File: config.mk
export PLATFORM = sky130hd
export DESIGN_NAME = gpio_rmw_port
export DESIGN_NICKNAME = d
export VERILOG_FILES = /design/src/rtl/gpio_rmw_pkg.sv /design/src/rtl/gpio_phase_seq.sv /design/src/rtl/gpio_cmd_capture.sv /design/src/rtl/gpio_port_regs.sv /design/src/rtl/gpio_rmw_port.sv
export SDC_FILE = /design/constraint.sdc
export NUM_CORES = 1
export LEC_CHECK = 0
export BUFFER_PORTS_ARGS = -buffer_cell sky130_fd_sc_hd__buf_2
export CELL_PAD_IN_SITES_DETAIL_PLACEMENT = 0
export CELL_PAD_IN_SITES_GLOBAL_PLACEMENT = 1
export CORE_MARGIN = 2
export CORE_UTILIZATION = 35
export DETAILED_ROUTE_END_ITERATION = 12
export HOLD_SLACK_MARGIN = 0.1
export PLACE_DENSITY = 0.77
export SLEW_MARGIN = 25
export SYNTH_ARGS = -nofsm -noshare
export SYNTH_HDL_FRONTEND = slang
export SYNTH_SLANG_ARGS = --single-unit
File: constraint.sdc
create_clock -name clk -period 1.4 [get_ports clk]
set_input_delay 0.14 -clock clk [delete_from_list [all_inputs] [get_ports clk]]
set_output_delay 0.14 -clock clk [all_outputs]
set_load 0.05 [all_outputs]
File: src/rtl/gpio_rmw_pkg.sv
// Shared definitions for the bit-operation pin port.
// Assumes: operation codes are three bits wide; codes 6 and 7 are reserved.
package gpio_rmw_pkg;

    typedef enum logic [2:0] {
        OP_NONE  = 3'd0,
        OP_WRITE = 3'd1,
        OP_READ  = 3'd2,
        OP_SET   = 3'd3,
        OP_CLR   = 3'd4,
        OP_DIR   = 3'd5
    } port_op_e;

    localparam int unsigned OP_LAST_LEGAL = 5;

endpackage

File: src/rtl/gpio_phase_seq.sv
// Free-running instruction-cycle phase counter.
// Assumes: PHASES >= 2; phase 0 is the first phase and PHASES-1 the last.
module gpio_phase_seq #(
    parameter int PHASES = 4,
    parameter int PW     = $clog2(PHASES)
) (
    input  logic          clk,
    input  logic          rst_n,
    output logic [PW-1:0] phase,
    output logic          first,
    output logic          last
);

    localparam logic [PW-1:0] LAST_PH = PW'(PHASES - 1);

    // Advance one phase per clock, wrapping after the last phase.
    always_ff @(posedge clk) begin
        if (!rst_n)
            phase <= '0;
        else if (phase == LAST_PH)
            phase <= '0;
        else
            phase <= phase + 1'b1;
    end

    assign first = (phase == '0);
    assign last  = (phase == LAST_PH);

endmodule

File: src/rtl/gpio_cmd_capture.sv
// Captures a command and the pad levels at the end of the first phase, and
// holds them until the cycle's last phase has executed them.
// Assumes: the command strobe lasts one clock and is only honoured in phase 0.
module gpio_cmd_capture
    import gpio_rmw_pkg::*;
#(
    parameter int NPINS = 6,
    parameter int IDXW  = 3
) (
    input  logic             clk,
    input  logic             rst_n,
    input  logic             first,
    input  logic             last,
    input  logic             cmd_valid,
    input  logic [2:0]       cmd_op,
    input  logic [IDXW-1:0]  cmd_idx,
    input  logic [NPINS-1:0] cmd_wdata,
    input  logic [NPINS-1:0] pad_in,
    output port_op_e         pend_op,
    output logic [IDXW-1:0]  pend_idx,
    output logic [NPINS-1:0] pend_data,
    output logic [NPINS-1:0] pin_sample
);

    logic op_legal;
    assign op_legal = (int'(cmd_op) <= OP_LAST_LEGAL);

    // Sample the pad levels once per instruction cycle, at the end of phase 0.
    always_ff @(posedge clk) begin
        if (!rst_n)
            pin_sample <= '0;
        else if (first)
            pin_sample <= pad_in;
    end

    // Hold the accepted command until its execution in the last phase.
    always_ff @(posedge clk) begin
        if (!rst_n) begin
            pend_op   <= OP_NONE;
            pend_idx  <= '0;
            pend_data <= '0;
        end else if (first) begin
            pend_op   <= (cmd_valid && op_legal) ? port_op_e'(cmd_op) : OP_NONE;
            pend_idx  <= cmd_idx;
            pend_data <= cmd_wdata;
        end else if (last) begin
            pend_op   <= OP_NONE;
        end
    end

endmodule

File: src/rtl/gpio_port_regs.sv
// Output latch, direction bits and read register; executes the pending
// command at the end of the last phase. Bit operations work on the
// sampled pad levels, not on the latch.
// Assumes: an index at or above NPINS selects no bit.
module gpio_port_regs
    import gpio_rmw_pkg::*;
#(
    parameter int NPINS = 6,
    parameter int IDXW  = 3
) (
    input  logic             clk,
    input  logic             rst_n,
    input  logic             last,
    input  port_op_e         pend_op,
    input  logic [IDXW-1:0]  pend_idx,
    input  logic [NPINS-1:0] pend_data,
    input  logic [NPINS-1:0] pin_sample,
    output logic [NPINS-1:0] out_latch,
    output logic [NPINS-1:0] dir_bits,
    output logic [NPINS-1:0] rd_reg
);

    logic [NPINS-1:0] bit_mask;

    // One-hot mask of the addressed bit; all zero for an index out of range.
    for (genvar g = 0; g < NPINS; g++) begin : g_mask
        assign bit_mask[g] = (pend_idx == IDXW'(g));
    end

    // Apply the pending command at the end of the instruction cycle.
    always_ff @(posedge clk) begin
        if (!rst_n) begin
            out_latch <= '0;
            dir_bits  <= '1;
            rd_reg    <= '0;
        end else if (last) begin
            unique case (pend_op)
                OP_WRITE: out_latch <= pend_data;
                OP_SET:   out_latch <= pin_sample | bit_mask;
                OP_CLR:   out_latch <= pin_sample & ~bit_mask;
                OP_DIR:   dir_bits  <= pend_data;
                OP_READ:  rd_reg    <= pin_sample;
                default:  ;
            endcase
        end
    end

endmodule

File: src/rtl/gpio_rmw_port.sv
// Top of the six-pin bidirectional port. It ties together the phase counter,
// the command and pad capture, and the register bank.
// Assumes: pads are external; a direction bit of 1 means input.
module gpio_rmw_port
    import gpio_rmw_pkg::*;
#(
    parameter int NPINS  = 6,
    parameter int IDXW   = $clog2(NPINS),
    parameter int PHASES = 4,
    parameter int PW     = $clog2(PHASES)
) (
    input  logic             clk,
    input  logic             rst_n,
    input  logic             cmd_valid,
    input  logic [2:0]       cmd_op,
    input  logic [IDXW-1:0]  cmd_idx,
    input  logic [NPINS-1:0] cmd_wdata,
    output logic [NPINS-1:0] rd_data,
    input  logic [NPINS-1:0] pad_in,
    output logic [NPINS-1:0] pad_out,
    output logic [NPINS-1:0] pad_oe,
    output logic [PW-1:0]    q_phase
);

    logic             ph_first;
    logic             ph_last;
    port_op_e         pend_op;
    logic [IDXW-1:0]  pend_idx;
    logic [NPINS-1:0] pend_data;
    logic [NPINS-1:0] pin_sample;
    logic [NPINS-1:0] dir_bits;

    gpio_phase_seq #(.PHASES(PHASES), .PW(PW)) u_phase (
        .clk   (clk),
        .rst_n (rst_n),
        .phase (q_phase),
        .first (ph_first),
        .last  (ph_last)
    );

    gpio_cmd_capture #(.NPINS(NPINS), .IDXW(IDXW)) u_capture (
        .clk        (clk),
        .rst_n      (rst_n),
        .first      (ph_first),
        .last       (ph_last),
        .cmd_valid  (cmd_valid),
        .cmd_op     (cmd_op),
        .cmd_idx    (cmd_idx),
        .cmd_wdata  (cmd_wdata),
        .pad_in     (pad_in),
        .pend_op    (pend_op),
        .pend_idx   (pend_idx),
        .pend_data  (pend_data),
        .pin_sample (pin_sample)
    );

    gpio_port_regs #(.NPINS(NPINS), .IDXW(IDXW)) u_regs (
        .clk        (clk),
        .rst_n      (rst_n),
        .last       (ph_last),
        .pend_op    (pend_op),
        .pend_idx   (pend_idx),
        .pend_data  (pend_data),
        .pin_sample (pin_sample),
        .out_latch  (pad_out),
        .dir_bits   (dir_bits),
        .rd_reg     (rd_data)
    );

    // Drive a pin whose direction bit says output.
    assign pad_oe = ~dir_bits;

endmodule

==> results of run 1 <==
==> kinds of logic after synthesis <==
| family | Yosys count |
|---|---|
| flip-flops | 38 |
| buffers and inverters | 20 |
| AND/OR/NAND/NOR | 64 |
| AO/OA/AOI/OAI | 34 |
| multiplexers | 22 |
| adder cells (fa/ha/maj) | 2 |
==> metal layers <==
metal | up-vias | share of wire (%) | GRT usage [%]
li1 | 717 | - | -
met1 | 626 | 47 | 19.24
met2 | 33 | 47 | 22.92
met3 | 2 | 5.3 | 4.938
met4 | 0 | 0.61 | 6.061
met5 | - | 0 | 0
==> worst reg2reg max path: cells and delay by family, from the launching register on <==
| kind | cells | cell delay [ps] |
|---|---|---|
| compound gates | 2 | 250 |
| buf+inv | 1 | 180 |
| flops | 1 | 360 |
| simple gates | 2 | 520 |
==> through the flow <==
step            TNS, ps  setup slack (ps)
3_3_place_gp          0             45.95
5_1_grt          -16.07            -14.82
3_5_place_dp   -0.06684          -0.06684
6_report              0             42.45
2_1_floorplan         0             1.409
4_1_cts               0             7.325
==> power by group <==
group | switching [µW] | internal (µW)
Combinational | 206 | 194
Sequential | 57.0 | 1140
Clock | 370 | 397
==> cell usage in the layout (no fill, tap or decap), drive strengths merged <==
master / instances
a211oi: 1
a21boi: 1
a22oi: 3
a31oi: 5
a41o: 1
and2b: 1
and3b: 3
buf: 55
clkbuf: 7
clkinv: 1
dfxtp: 38
dlygate4sd3: 1
ha: 2
inv: 9
mux2i: 22
nand2: 15
nand3b: 1
nand4b: 1
nor2: 7
nor2b: 28
nor3: 2
nor3b: 4
o21ai: 18
o22ai: 5
or2b: 1
or3b: 1
==> path summary, 6_finish.rpt <==
check	slack, ps	end	cells past startpoint	start
setup reg to reg	40	u_regs.out_latch[4]$_SDFFE_PN0P_	5	u_capture.pend_op[2]$_SDFFE_PN0P_
hold reg to reg	460	u_phase.phase[0]$_SDFF_PP0_	1	u_phase.phase[0]$_SDFF_PP0_
setup / recovery	40	u_regs.out_latch[4]$_SDFFE_PN0P_	5	u_capture.pend_op[2]$_SDFFE_PN0P_
hold / removal	110	u_capture.pend_data[3]$_SDFFE_PN0P_	3	cmd_wdata[3]
==> what timing repair did <==
item,in CTS,in global routing
gates resized for setup,0,4
setup endpoints to repair,1,16
pin swaps,1,3
endpoints found under the hold margin,1,0
buffers inserted,0,1
hold buffers,1,0
==> cell type report <==
type                            count  area [µm²]
Multi-Input combinational cell    122       864.6
Clock inverter                      1       5.005
Clock buffer                        7       86.33
Tap cell                           54       67.56
Sequential cell                    38       769.5
Fill cell                         477        2530
Inverter                            9       33.78
Timing Repair Buffer               56       335.3
==> key figures, run 1 <==
Run status
  – Run status: finished, final reports clean

Final layout
  – Synthesis-to-layout area growth: 27.62%
  – Final core utilization: 46.08%
  – Cell area after layout: 0.002162 mm²
  – Layout Nets: 255
  – Share of layout cells above drive strength 1: 32.62%
  – Fin cells: 287
  – Antenna Diode Count: 0

CTS
  – H-tree lvl count: 2
  – CTS Buf Count: 5
  – Clk buf depth: 2
  – Worst-path clk slew: 70 ps
  – Clk sink count: 38
  – Root Buffer: clkbuf_8
  – Clk Latency, worst-skew pair: 290 ps
  – CTS tree: done

Hold path
  – Hold Crit Class: primary input to register

Worst setup path
  – Worst Setup Path Type: register to register
  – Crit path capture type: register
  – Worst Path Buf+Inv: 1
  – Critical Path Start Type: register
  – Crit path required time: 1620 ps
  – Worst path cell trace: or3b_4 -> buf_4 -> nor2_2 -> o22ai_1 -> a31oi_1
  – Crit-path max cell delay: 420 ps
  – CP arrival: between 1500 and 2000 ps
  – CP top delay family: simple AND/OR/NAND/NOR gates
  – Slowest-stage cell, CP: or3b_4
  – CP max FO: 5

Yosys
  – #FFs+latches synth: 38
  – Ys async rst share: 0%
  – Sequential fraction of the synthesis area: 44.90%
  – Synth cell count leaders: dfxtp_1, nor2b_1, mux2i_1
  – Yosys cell types: 30
  – Warnings from Yosys: 0
  – Mean cell area of the mapped netlist: 9.412 µm²
  – Adder-cell share of the synthesized area: around 1.5%
  – Post-Synthesis Cells: between 150 and 200
  – Simple-gate share of the synthesized area: 23.04%
  – Number of flops mapped to enable cells by yosys: 0
  – Largest cells by area after synthesis: dfxtp_1, mux2i_1, nor2b_1, o21ai_0, nand2_1
  – Post-synth top area cell: dfxtp_1
  – Syn nets: 203
  – Largest family of logic cells by synthesized area: simple AND/OR/NAND/NOR gates
  – Post-synthesis mux area share: 13.00%
  – Synthesized area: between 0.0015 and 0.002 mm²
  – Xor and xnor fraction of the mapped netlist area: 0%
  – Post-synth top area share: 44.90%
  – Cell with the most instances after synthesis: dfxtp_1
  – Compound-Gate Fraction of Synth Area: roughly an eighth
  – Ys flop type: dfxtp_1

Global routing
  – Initial antenna violation count: 0
  – GR Util All Layers: 14.92%
  – Largest net degree at the start of global routing: 27
  – Vias in the first global route: 1314
  – GR Overflow Total: 0
  – First-pass GRT wire length: between 6 and 7 mm

STA
  – Crit path time final: 1358 ps
  – Worst slew pin tran: 395.4 ps
  – RSZ-0062 raised after global routing: true
  – Hold slack: 106.5 ps
  – Max Clock Skew: 6.880 ps
  – Slew margin rel.: 73.58%
  – Final Cycle Share: just under 100%
  – Fin. Hold Viols: 0
  – Final setup fails: 0
  – F_max: 736.6 MHz
  – Max-slew violation count: 0

Floorplan
  – Initial Util: 36.11%
  – Core area: 0.004692 mm²
  – I/O pin cnt: 41
  – Row count: 25
  – Die area: 0.005413 mm²
  – Die height: around 74 µm
  – Die width: roughly 74 µm

Power
  – Peak VDD IR: 0.4135 mV
  – PwrDens: 1095 mW/mm²
  – Pleak: 0.001010 µW
  – Pwr Total: roughly 2400 µW

Placement
  – Post-Place Cells: 277
  – RePlAce Congestion: roughly 0.75
  – Dpl cell area: 0.002034 mm²
  – # port buffers: 40
  – HPWL after DPL: roughly 2.7 mm

Detailed routing
  – Wire length per cell: 12.65 µm
  – Post-Route WL: 3.630 mm
  – DRC: 0
  – Routed Antenna Nets: 0
  – Drt via density: 4.801
  – DR vias: 1378
  – DRT Pass-1 Iters: 4
  – DR iter-0 viols: 67

Run
  – Max cap viols: 0
(Power assumes the default switching activity.)
==> run 2: changes to the inputs <==
GPL_TIMING_DRIVEN = 0   (was unset)
==> key figures, run 2 (synthesis results as in run 1) <==
Run status
  – Run status: finished, final reports clean

Detailed routing
  – DRT Pass-1 Iters: 4 (unchanged)
  – Post-Route WL: 4.062 mm (+12%)
  – DRC: 0 (unchanged)
  – Drt via density: 4.810 (+0.17%)
  – DR iter-0 viols: 55 (-18%)
  – DR vias: 1414 (+2.6%)
  – Wire length per cell: 13.82 µm (+9.2%)
  – Routed Antenna Nets: 0 (unchanged)

Floorplan
  – Row count: 25 (unchanged)
  – Die width: 73.57 µm (unchanged)
  – Die height: 73.57 µm (unchanged)
  – Initial Util: 36.11% (unchanged)
  – Core area: 0.004692 mm² (unchanged)
  – Die area: 0.005413 mm² (unchanged)
  – I/O pin cnt: 41 (unchanged)

STA
  – Final setup fails: 0 (unchanged)
  – Final Cycle Share: 99.03% (+2.1 points)
  – Max-slew violation count: 0 (unchanged)
  – Crit path time final: 1386 ps (+28.93 ps)
  – Fin. Hold Viols: 0 (unchanged)
  – Fin worst setup slack: 13.52 ps (-28.93 ps)
  – RSZ-0062 raised after global routing: true
  – F_max: 721.3 MHz (-2.1%)
  – Worst slew pin tran: 473.4 ps (+78.02 ps)
  – Max Clock Skew: 6.700 ps (-0.1797 ps)
  – Slew margin rel.: 68.44% (-5.1 points)

CTS
  – Clk sink count: 38 (unchanged)
  – CTS tree: done
  – Clk buf depth: 2 (unchanged)
  – Clk Latency, worst-skew pair: 290 ps (about the same)
  – CTS Buf Count: 5 (unchanged)
  – Root Buffer: clkbuf_8
  – Worst-path clk slew: 70 ps (about the same)
  – H-tree lvl count: 2 (unchanged)

Placement
  – # port buffers: 39 (-2.5%)
  – HPWL after DPL: 2.780 mm (+3.9%)
  – Dpl cell area: 0.001976 mm² (-2.9%)
  – RePlAce Congestion: 0.7487 (-0.12%)
  – Worst slack at placement: -104.4 ps (-104.4 ps)

Final layout
  – Most frequent cells in the layout: buf_2, dfxtp_1, nor2b_1
  – Antenna Diode Count: 0 (unchanged)
  – Synthesis-to-layout area growth: 32.79%
  – Layout Nets: 262 (+2.7%)
  – Commonest non-fill, non-tap cell in the layout: buf_2
  – Share of layout cells above drive strength 1: 36.25% (+3.6 points)
  – Cell area after layout: 0.002250 mm² (+4.1%)

Worst setup path
  – Slowest-stage cell, CP: or3b_4
  – RR Startpoint: u_capture.pend_op[0]$_SDFFE_PN0P_
  – CP top delay family: simple AND/OR/NAND/NOR gates
  – Worst Setup Path Type: register to register
  – Critical Path Stages: 4 (-1)
  – Worst Path Buf+Inv: 0 (-1)
  – Worst path cell trace: or3b_4 -> a21boi_4 -> nor2_1 -> a41o_1
  – Crit-path max cell delay: 420 ps (about the same)
  – R2r endpoint: u_regs.out_latch[5]$_SDFFE_PN0P_
  – CP arrival: 1580 ps (about the same)
  – R2R depth: 4 (-1)
  – Crit path required time: 1590 ps (-30 ps)
  – Crit path capture type: register
  – CP max FO: 6 (+1)
  – R2r setup slk: 10 ps (-30 ps)
  – Critical Path Start Type: register

Hold path
  – Hold Crit Class: primary input to register
  – Hold depth: 3 (unchanged)
  – Hold Startpoint: cmd_op[0]
  – Hold Path End: u_capture.pend_op[0]$_SDFFE_PN0P_

Global routing
  – Vias in the first global route: 1262 (-4.0%)
  – Largest net degree at the start of global routing: 12 (-56%)
  – GR Overflow Total: 0 (unchanged)
  – GR Util All Layers: 15.60% (+0.68 points)
  – First-pass GRT wire length: 6.237 mm (+2.5%)
  – Initial antenna violation count: 0 (unchanged)

Power
  – Peak VDD IR: 0.4284 mV (+3.6%)
  – PwrDens: 1056 mW/mm² (-3.6%)
  – Pwr Total: 2375 µW (+0.34%)
  – Pleak: 0.001042 µW (+3.1%)

Run
  – Max cap viols: 0 (unchanged)
## run 2: worst min-delay path, cell delays in order
cell	delay, ps
buf_2	80
a22oi_1	50
nor2b_1	100
## run 2: report_power, final
group / switching [µW] / total (µW) / leakage, µW / internal, µW
Clock: 365 / 718 / 0.0000395 / 354
Combinational: 221 / 451 / 0.000690 / 230
Sequential: 63.3 / 1210 / 0.000313 / 1140
Total: 649 / 2380 / 0.00104 / 1730
## run 2: metal layers
metal  global-route usage [%]  vias up  share of wire (%)
li1                         -      734                  -
met3                    4.527        7                3.8
met2                    24.31       29                 47
met4                    7.273        0                2.2
met1                    19.81      644                 47
met5                        0        -                  0
## run 2: cell type report
type | instances | area [µm²]
timing repair buffer | 53 | 315.3
buffer | 10 | 81.33
tap | 54 | 67.56
sequential | 38 | 773.2
multi-input combinational | 122 | 898.4
clock buffer | 8 | 80.08
fill | 472 | 2442
inverter | 9 | 33.78
## run 2: worst max path at each step
stage / start / endpoint / slack (ps)
floorplan: u_phase.phase[0]$_SDFF_PP0_ / u_capture.pend_op[0]$_SDFFE_PN0P_ / 1
finish: u_capture.pend_op[0]$_SDFFE_PN0P_ / u_regs.out_latch[5]$_SDFFE_PN0P_ / 10
detailed placement: u_capture.pend_op[2]$_SDFFE_PN0P_ / u_regs.out_latch[5]$_SDFFE_PN0P_ / -100
CTS: u_capture.pend_op[2]$_SDFFE_PN0P_ / u_regs.out_latch[2]$_SDFFE_PN0P_ / -6
global route: u_capture.pend_op[2]$_SDFFE_PN0P_ / u_regs.out_latch[5]$_SDFFE_PN0P_ / -30
global placement: u_capture.pend_op[2]$_SDFFE_PN0P_ / u_regs.out_latch[5]$_SDFFE_PN0P_ / -110
## run 2: per-stage QoR
| stage | util (%) | setup TNS, ps | hold WS (ps) | std cells |
|---|---|---|---|---|
| CTS | 45.25 | -5.809 | 100.5 | 284 |
| global placement | 42.11 | -1155 | 393.5 | 273 |
| detailed placement | 42.11 | -1158 | 405.2 | 273 |
| finish | 47.95 | 0 | 105.8 | 294 |
| global route | 47.95 | -83.48 | 103.6 | 294 |
| floorplan | - | 0 | 306.5 | 180 |
## run 2: what timing repair did
item / 4_1_cts / 5_1_grt
cloned: 0 / 1
hold endpoints to repair: 1 / 0
hold buffers: 1 / 0
gates resized for setup: 9 / 22
pin swaps: 2 / 10
setup buffers: 3 / 9
endpoints found under the setup margin: 28 / 27
